File: src/rtl/wrprot_pkg.sv
package wrprot_pkg;
  localparam int SR_W      = 8;
  localparam int POS_ARM   = 7;
  localparam int POS_BLK_H = 3;
  localparam int POS_BLK_L = 2;
  localparam int POS_WEL   = 1;

  typedef enum logic [1:0] {
    BLK_NONE    = 2'b00,
    BLK_QUARTER = 2'b01,
    BLK_HALF    = 2'b10,
    BLK_ALL     = 2'b11
  } blk_sel_e;
endpackage

File: src/rtl/wrprot_range_chk.sv
module wrprot_range_chk
  import wrprot_pkg::*;
#(
  parameter int ADDR_W = 13
) (
  input  blk_sel_e          sel_i,
  input  logic [ADDR_W-1:0] addr_i,
  output logic              locked_o
);
  localparam int TOP = ADDR_W - 1;

  // upper quarter: two top address bits set; upper half: top bit set
  always_comb begin
    unique case (sel_i)
      BLK_NONE:    locked_o = 1'b0;
      BLK_QUARTER: locked_o = addr_i[TOP] & addr_i[TOP-1];
      BLK_HALF:    locked_o = addr_i[TOP];
      default:     locked_o = 1'b1;
    endcase
  end
endmodule

File: src/rtl/wrprot_enable_latch.sv
module wrprot_enable_latch (
  input  logic clk,
  input  logic rst,
  input  logic set_i,
  input  logic clr_i,
  input  logic byte_ok_i,
  input  logic op_end_i,
  output logic wel_o
);
  logic wel_q;
  logic burst_ok_q;
  logic drop;

  // an operation only consumes the latch if it stored at least one byte
  assign drop = clr_i | (op_end_i & (burst_ok_q | byte_ok_i));

  always_ff @(posedge clk) begin
    if (rst) begin
      wel_q      <= 1'b0;
      burst_ok_q <= 1'b0;
    end else begin
      if (op_end_i)       burst_ok_q <= 1'b0;
      else if (byte_ok_i) burst_ok_q <= 1'b1;

      if (drop)       wel_q <= 1'b0;
      else if (set_i) wel_q <= 1'b1;
    end
  end

  assign wel_o = wel_q;
endmodule

File: src/rtl/wrprot_nv_bits.sv
module wrprot_nv_bits
  import wrprot_pkg::*;
#(
  parameter logic [SR_W-1:0] NV_RESET = '0
) (
  input  logic            clk,
  input  logic            rst,
  input  logic            load_i,
  input  logic [SR_W-1:0] data_i,
  output logic            arm_o,
  output blk_sel_e        blk_o
);
  logic     arm_q;
  blk_sel_e blk_q;

  always_ff @(posedge clk) begin
    if (rst) begin
      arm_q <= NV_RESET[POS_ARM];
      blk_q <= blk_sel_e'(NV_RESET[POS_BLK_H:POS_BLK_L]);
    end else if (load_i) begin
      arm_q <= data_i[POS_ARM];
      blk_q <= blk_sel_e'(data_i[POS_BLK_H:POS_BLK_L]);
    end
  end

  assign arm_o = arm_q;
  assign blk_o = blk_q;
endmodule

File: src/rtl/wrprot_status_unit.sv
module wrprot_status_unit
  import wrprot_pkg::*;
#(
  parameter int              ADDR_W   = 13,
  parameter logic [SR_W-1:0] NV_RESET = 8'h00
) (
  input  logic              clk,
  input  logic              rst,
  input  logic              cmd_wren_i,
  input  logic              cmd_wrdi_i,
  input  logic              cmd_wrsr_i,
  input  logic [SR_W-1:0]   wrsr_data_i,
  input  logic              cmd_memwr_i,
  input  logic [ADDR_W-1:0] memwr_addr_i,
  input  logic              memwr_end_i,
  input  logic              wp_n_i,
  output logic [SR_W-1:0]   status_o,
  output logic              mem_grant_o,
  output logic              sr_grant_o
);
  logic     wel;
  logic     arm;
  blk_sel_e blk;
  logic     locked;
  logic     sr_ok;
  logic     byte_ok;
  logic     mem_grant_q;
  logic     sr_grant_q;

  wrprot_range_chk #(.ADDR_W(ADDR_W)) u_range (
    .sel_i    (blk),
    .addr_i   (memwr_addr_i),
    .locked_o (locked)
  );

  // pin locks the status byte only when armed
  assign sr_ok   = cmd_wrsr_i & wel & ~(arm & ~wp_n_i);
  // pin never reaches the array path
  assign byte_ok = cmd_memwr_i & wel & ~locked;

  wrprot_enable_latch u_latch (
    .clk       (clk),
    .rst       (rst),
    .set_i     (cmd_wren_i),
    .clr_i     (cmd_wrdi_i | sr_ok),
    .byte_ok_i (byte_ok),
    .op_end_i  (memwr_end_i),
    .wel_o     (wel)
  );

  wrprot_nv_bits #(.NV_RESET(NV_RESET)) u_nv (
    .clk    (clk),
    .rst    (rst),
    .load_i (sr_ok),
    .data_i (wrsr_data_i),
    .arm_o  (arm),
    .blk_o  (blk)
  );

  always_ff @(posedge clk) begin
    if (rst) begin
      mem_grant_q <= 1'b0;
      sr_grant_q  <= 1'b0;
    end else begin
      mem_grant_q <= byte_ok;
      sr_grant_q  <= sr_ok;
    end
  end

  // fixed-zero positions are filled by generate, live bits placed by index
  for (genvar b = 0; b < SR_W; b++) begin : g_sr
    if (b == POS_ARM) begin : g_arm
      assign status_o[b] = arm;
    end else if (b == POS_BLK_H) begin : g_bh
      assign status_o[b] = blk[1];
    end else if (b == POS_BLK_L) begin : g_bl
      assign status_o[b] = blk[0];
    end else if (b == POS_WEL) begin : g_wel
      assign status_o[b] = wel;
    end else begin : g_zero
      assign status_o[b] = 1'b0;
    end
  end

  assign mem_grant_o = mem_grant_q;
  assign sr_grant_o  = sr_grant_q;
endmodule

File: config.mk
export PLATFORM = sky130hd
export DESIGN_NAME = wrprot_status_unit
export DESIGN_NICKNAME = d
export VERILOG_FILES = /design/src/rtl/wrprot_pkg.sv /design/src/rtl/wrprot_range_chk.sv /design/src/rtl/wrprot_enable_latch.sv /design/src/rtl/wrprot_nv_bits.sv /design/src/rtl/wrprot_status_unit.sv
export SDC_FILE = /design/constraint.sdc
export NUM_CORES = 1
export LEC_CHECK = 0
export ABC_AREA = 0
export BUFFER_PORTS_ARGS = -buffer_cell sky130_fd_sc_hd__buf_4
export CAP_MARGIN = 15
export CORE_AREA = 2 2 39 41
export DETAILED_ROUTE_END_ITERATION = 10
export DIE_AREA = 0 0 41 43
export SYNTH_ARGS = -nofsm -noshare
export SYNTH_HDL_FRONTEND = slang
export SYNTH_SLANG_ARGS = --single-unit
File: constraint.sdc
create_clock -name clk -period 1.1 [get_ports clk]
set_input_delay 0.055 -clock clk [delete_from_list [all_inputs] [get_ports clk]]
set_output_delay 0.055 -clock clk [all_outputs]
set_load 0.01 [all_outputs]
Word level (Yosys, flattened, before mapping)
Cells that the tools add are included.
Word-level totals
  bits in registers: 7
  input bits: 29
  output and inout port bits: 10
  word-level logic and storage cells: 25
Cells by class
  equal/unequal tests: 2
  multiplexer cells: 1
  bitwise operators: 13
  reductions and logical operators: 3
Operators by type and width (number)
  $and 1x1->1: 7
  $reduce_or 2->1: 2
  $not 1->1: 3
  $or 1x1->1: 3
  $pmux 1 s3: 1
  $eq 2x1->1 const B: 1
  $eq 2x2->1 const B: 1
  $logic_not 2->1: 1

Depth between registers and ports, before layout
  word-level depth: 8
  mapped depth: 3
  depth with buffers taken out: 3

By module
Synthesis repeated with hierarchy kept, for this count alone.
Unflattened totals
  cell total of the unflattened synthesis: 36
  area, all modules: 334.1 µm²
Modules (own cells, without submodules)
  wrprot_status_unit: times used 1, cells each 17, area an instance 146.4 µm², sequential area each 40.0 µm²
  wrprot_nv_bits: times used 1, cells each 9, area an instance 101.3 µm², sequential area each 60.1 µm²
  wrprot_enable_latch: times used 1, cells each 7, area an instance 72.6 µm², sequential area each 40.0 µm²
  wrprot_range_chk: times used 1, cells each 3, area an instance 13.8 µm², sequential area each 0.0 µm²

Worst setup path before layout
Ideal clock, no wire load.
  path type: flip-flop to flip-flop
  start point: register u_nv.arm_q, in the netlist u_nv.arm_o
  end point: register u_nv.blk_q[1], in the netlist u_nv.blk_o[1]
  library setup time: 70 ps
  arrival: 884 ps
  data required time: 1030 ps
  setup slack: 146 ps
  cell stages (with the launch flop): 4
  buffers on the path: 0
  clock period less this slack: 954 ps
  path through: dfxtp_1 -> nor2b_4 -> or3b_1 -> a21oi_1
Between the ends
  longest elaborated chain between the ends: 3
Ends and longest elaborated chain
  from (decl): line wrprot_nv_bits.sv:13  | logic arm_q;
  from (signal assigned): line wrprot_nv_bits.sv:18  | arm_q <= NV_RESET[POS_ARM];
  from (signal assigned): line wrprot_nv_bits.sv:21  | arm_q <= data_i[POS_ARM];
  $and 1x1->1: line wrprot_status_unit.sv:37  | assign sr_ok = cmd_wrsr_i & wel & ~(arm & ~wp_n_i);
  $not 1->1: line wrprot_status_unit.sv:37
  $and 1x1->1: line wrprot_status_unit.sv:37
  to (signal assigned): line wrprot_nv_bits.sv:19  | blk_q <= blk_sel_e'(NV_RESET[POS_BLK_H:POS_BLK_L]);
  to (signal assigned): line wrprot_nv_bits.sv:22  | blk_q <= blk_sel_e'(data_i[POS_BLK_H:POS_BLK_L]);
  to (decl): line wrprot_nv_bits.sv:14  | blk_sel_e blk_q;
No other way between the ends.
A chain may end at the register's enable or synchronous reset.

Final worst setup path
  start point: register u_latch.wel_q, in the netlist u_latch.wel_o
  end point: register u_latch.wel_q, in the netlist u_latch.wel_o
Between the ends
  longest elaborated chain between the ends: 6
  elaborated cells between the ends (all ways): 9
  those cells by class: bitwise (8); reduce/logical (1)
Ends and longest elaborated chain
  from (decl): line wrprot_enable_latch.sv:10  | logic wel_q;
  from (signal assigned): line wrprot_enable_latch.sv:19  | wel_q <= 1'b0;
  from (signal assigned): line wrprot_enable_latch.sv:25  | if (drop) wel_q <= 1'b0;
  from (signal assigned): line wrprot_enable_latch.sv:26  | else if (set_i) wel_q <= 1'b1;
  $and 1x1->1 (2 in a row): line wrprot_status_unit.sv:39  | assign byte_ok = cmd_memwr_i & wel & ~locked;
  $or 1x1->1: line wrprot_enable_latch.sv:15  | assign drop = clr_i | (op_end_i & (burst_ok_q | byte_ok_i));
  $and 1x1->1: line wrprot_enable_latch.sv:15
  $or 1x1->1 *: line wrprot_enable_latch.sv:15
  $reduce_or 2->1 (no line) *
Every way passes the cells marked *; elsewhere a longest branch is shown, timed or not.

==> impl_metrics.csv <==
group,metric,value,unit
run_status,outcome,"finished clean",
yosys,post-synth-top-area-cell,"sky130_fd_sc_hd__dfxtp_1",
power,comb_power_share,13.4,%
placed_design,dp.cells,69,
yosys,synthesis.yosys.warnings,0,
sta,hold_viol_final,0,
cells_and_area,layout-drive-gt1-share,43.1,%
worst_setup_path,r2r-start,"u_latch.wel_o",
clock_network,clock_tree.htree_level_count,1,
drt,vias_per_cell,4.16,
clock_network,cts_tree,"yes",
worst_setup_path,worstReg2RegEnd,"u_latch.wel_o",
placed_design,globalplace.congestion,0.732,
power,power.ir.vdd_worst,0.486,mV
floorplanning,rows,14,
clock_network,cts_root_buffer,"sky130_fd_sc_hd__clkbuf_4",
floorplanning,placeableCoreArea,1380,sq um
global_route,first_pass_grt_wire_length,1.09,mm
global_route,initial_antenna_violation_count,0,
power,internal_power,445,uW
yosys,syn_area_per_cell,8.89,sq um
clock_network,clk-insertion-delay-late,0.25,ns
cells_and_area,num_antenna_cells,0,
worst_setup_path,setup.worst_path.start_class,"register",
floorplanning,die_w,41,um
worst_setup_path,path_max_fanout,4,
yosys,cell_types_with_the_largest_area_share_after_synthesis,"sky130_fd_sc_hd__dfxtp_1, sky130_fd_sc_hd__buf_4, sky130_fd_sc_hd__or3b_1",
worst_setup_path,critPathLaunch,"u_latch.wel_o",
worst_setup_path,worst_path_class_setup,"reg -> reg",
sta,max_freq,0.970,GHz
clock_network,clkTransAtPathRegs,0.05,ns
drt,first_iter_violations,5,
global_route,grt_start_max_net_pins,8,
worst_setup_path,critPathCaptureType,"register",
sta,holdWs,0.0202,ns
clock_network,clockBufferDepth,2,
yosys,synthCells,38,
power,share_of_total_power_in_sequential_cells,46.5,%
floorplanning,chipHeight,43,um
worst_setup_path,critPathRequiredTime,1.29,ns
clock_network,post_cts_buffers,0,
drt,drt_drc_violations_left,0,
cells_and_area,fillCellCount,151,
power,total_switching_power,127,uW
run,timing.max_cap.violations,0,
floorplanning,start_util,24.4,%
yosys,ys_types,16,
drt,drtAntennaViolNets,0,
cells_and_area,layout_cells_excl_fill,74,
sta,fin_crit,1.03,ns
floorplanning,die_area,1760,sq um
clock_network,tritoncts.num_buffers,3,
sta,setup_total_negative_slack,0,ns
sta,setup_repair_after_global_routing_missed_its_margin,"false",
power,power.share.switching,22.2,%
power,static-leakage-power,0.222,nW
worst_setup_path,last_element_of_the_critical_path,"u_latch.wel_o",
global_route,overflow,0,
yosys,yosysTopAreaCellShare,41.5,%
yosys,synth_seq_cells,7,
cells_and_area,nets,88,
drt,drt_first_pass_iters,3,
global_route,first_global_vias,269,
drt,routed_wirelength,685,um
placed_design,dp.final_hpwl,542,um
global_route,global_route.usage.total,10.1,%
placed_design,place.port_buffers,18,
sta,slew_viol_final,0,
cells_and_area,final_util,35.9,%
sta,period_share,93.7,%
power,total_power,572,uW
yosys,post_syn_area,338,sq um
worst_setup_path,ff2ff_setup_slack,0.07,ns
cells_and_area,layout-area-overhead-vs-synth,47.0,%
worst_hold_path,hold_path.class,"in -> reg",
clock_network,cts_num_sinks,7,
sta,setup_viol_count_final,0,
worst_setup_path,worst_r2r_path_depth,3,
power,power.density,1150,nW/um^2
floorplanning,ioPinCount,39,
drt,via_count,308,
yosys,synth_seq_area_share,41.5,%
worst_setup_path,worstPathArrival,1.22,ns
drt,post_drt_wl_per_cell,9.26,um
power,power.clock.fraction,40.1,%
sta,fin_clk_skew,0.000988,ns
[layer usage]
metal,track usage [%],up-vias,share of wire (%)
met5,0,-,0
met3,7.85,2,6.3
met4,8.00,0,1.8
met2,13.8,11,49
met1,9.35,132,42
li1,-,163,-
[how the worst min path moves through the flow]
stage,end,slack [ns],depth (start not counted),from
2_1_floorplan,u_nv.arm_o,0.12,1,rst
3_3_place_gp,u_latch.burst_ok_q,0.24,2,memwr_end_i
3_5_place_dp,u_latch.burst_ok_q,0.23,2,memwr_end_i
4_1_cts,sr_grant_o,0.01,2,rst
5_1_grt,sr_grant_o,0.007,2,rst
6_report,sr_grant_o,0.02,2,rst
[synthesized netlist by cell type]
| master | instances |
|---|---|
| sky130_fd_sc_hd__nor2_1 | 3 |
| sky130_fd_sc_hd__o2111ai_1 | 1 |
| sky130_fd_sc_hd__nand2_2 | 1 |
| sky130_fd_sc_hd__nand2_1 | 1 |
| sky130_fd_sc_hd__a211oi_1 | 1 |
| sky130_fd_sc_hd__buf_4 | 6 |
| sky130_fd_sc_hd__o21ai_0 | 3 |
| sky130_fd_sc_hd__a21oi_1 | 4 |
| sky130_fd_sc_hd__inv_1 | 3 |
| sky130_fd_sc_hd__or3b_1 | 3 |
| sky130_fd_sc_hd__a2111oi_0 | 1 |
| sky130_fd_sc_hd__or2_2 | 1 |
| sky130_fd_sc_hd__conb_1 | 1 |
| sky130_fd_sc_hd__nor2b_4 | 1 |
| sky130_fd_sc_hd__dfxtp_1 | 7 |
| sky130_fd_sc_hd__o211a_1 | 1 |
[flip-flops by register name, indices dropped and copies added (netlist names)]
register / cells
sr_grant_o: 1
u_nv.arm_o: 1
u_latch.wel_o: 1
u_latch.burst_ok_q: 1
mem_grant_o: 1
u_nv.blk_o: 2
[cell usage in the layout, fill, tap and decap left out, drive strengths merged]
cell          n
buf          18
conb          4
dfxtp         7
inv           3
dlygate4sd3   1
a2111oi       1
o211a         1
a211oi        1
or2           1
nor2b         1
nor2          3
clkbuf        4
o2111ai       1
a21oi         4
o21ai         3
or3b          3
nand2         2
[power groups by stage]
stage	logic (mW)	registers [mW]	clock network, mW
global placement	0.0741	0.271	0
global route	0.0843	0.266	0.260
CTS	0.0772	0.266	0.242
detailed placement	0.0745	0.271	0
finish	0.0769	0.266	0.229
floorplan	0.0382	0.271	0
[worst max-delay path, stage by stage (launching register included)]
cell and delay, ns:
sky130_fd_sc_hd__dfxtp_2 0.36, sky130_fd_sc_hd__nor2_1 0.05, sky130_fd_sc_hd__a2111oi_0 0.35, sky130_fd_sc_hd__o211a_1 0.21
[area by class of cell]
cell class / count / area (sq um) / share of cell area, %
multi-input cells: 25 / 153 / 30.7
flip-flops and latches: 7 / 141 / 28.5
inverters: 3 / 11.3 / 2.27
repair buffers: 19 / 145 / 29.2
well taps: 16 / 20.0 / 4.03
clock buffers: 4 / 26.3 / 5.29
[what timing repair did]
action                                  4_1_cts  5_1_grt
endpoints found under the setup margin        0        4
resized for setup                             0        1
hold buffers                                  1        0
endpoints found under the hold margin         1        0
[through the flow]
stage | instance area [sq um] | setup slack (ns)
6_report | 497 | 0.0688
5_1_grt | 497 | 0.0309
4_1_cts | 495 | 0.0235
3_5_place_dp | 459 | 0.0349
3_3_place_gp | 459 | 0.0394
2_1_floorplan | 349 | 0.146
[kinds of logic after synthesis]
| group | count (synthesis) | synth area share, % |
|---|---|---|
| buffers and inverters | 9 | 16.7 |
| other | 1 | 1.11 |
| AOI/OAI and AO/OA | 11 | 20.7 |
| and+or+nand+nor | 10 | 20.0 |
| DFF | 7 | 41.5 |
Note: power is estimated with default switching activity, not from simulation.
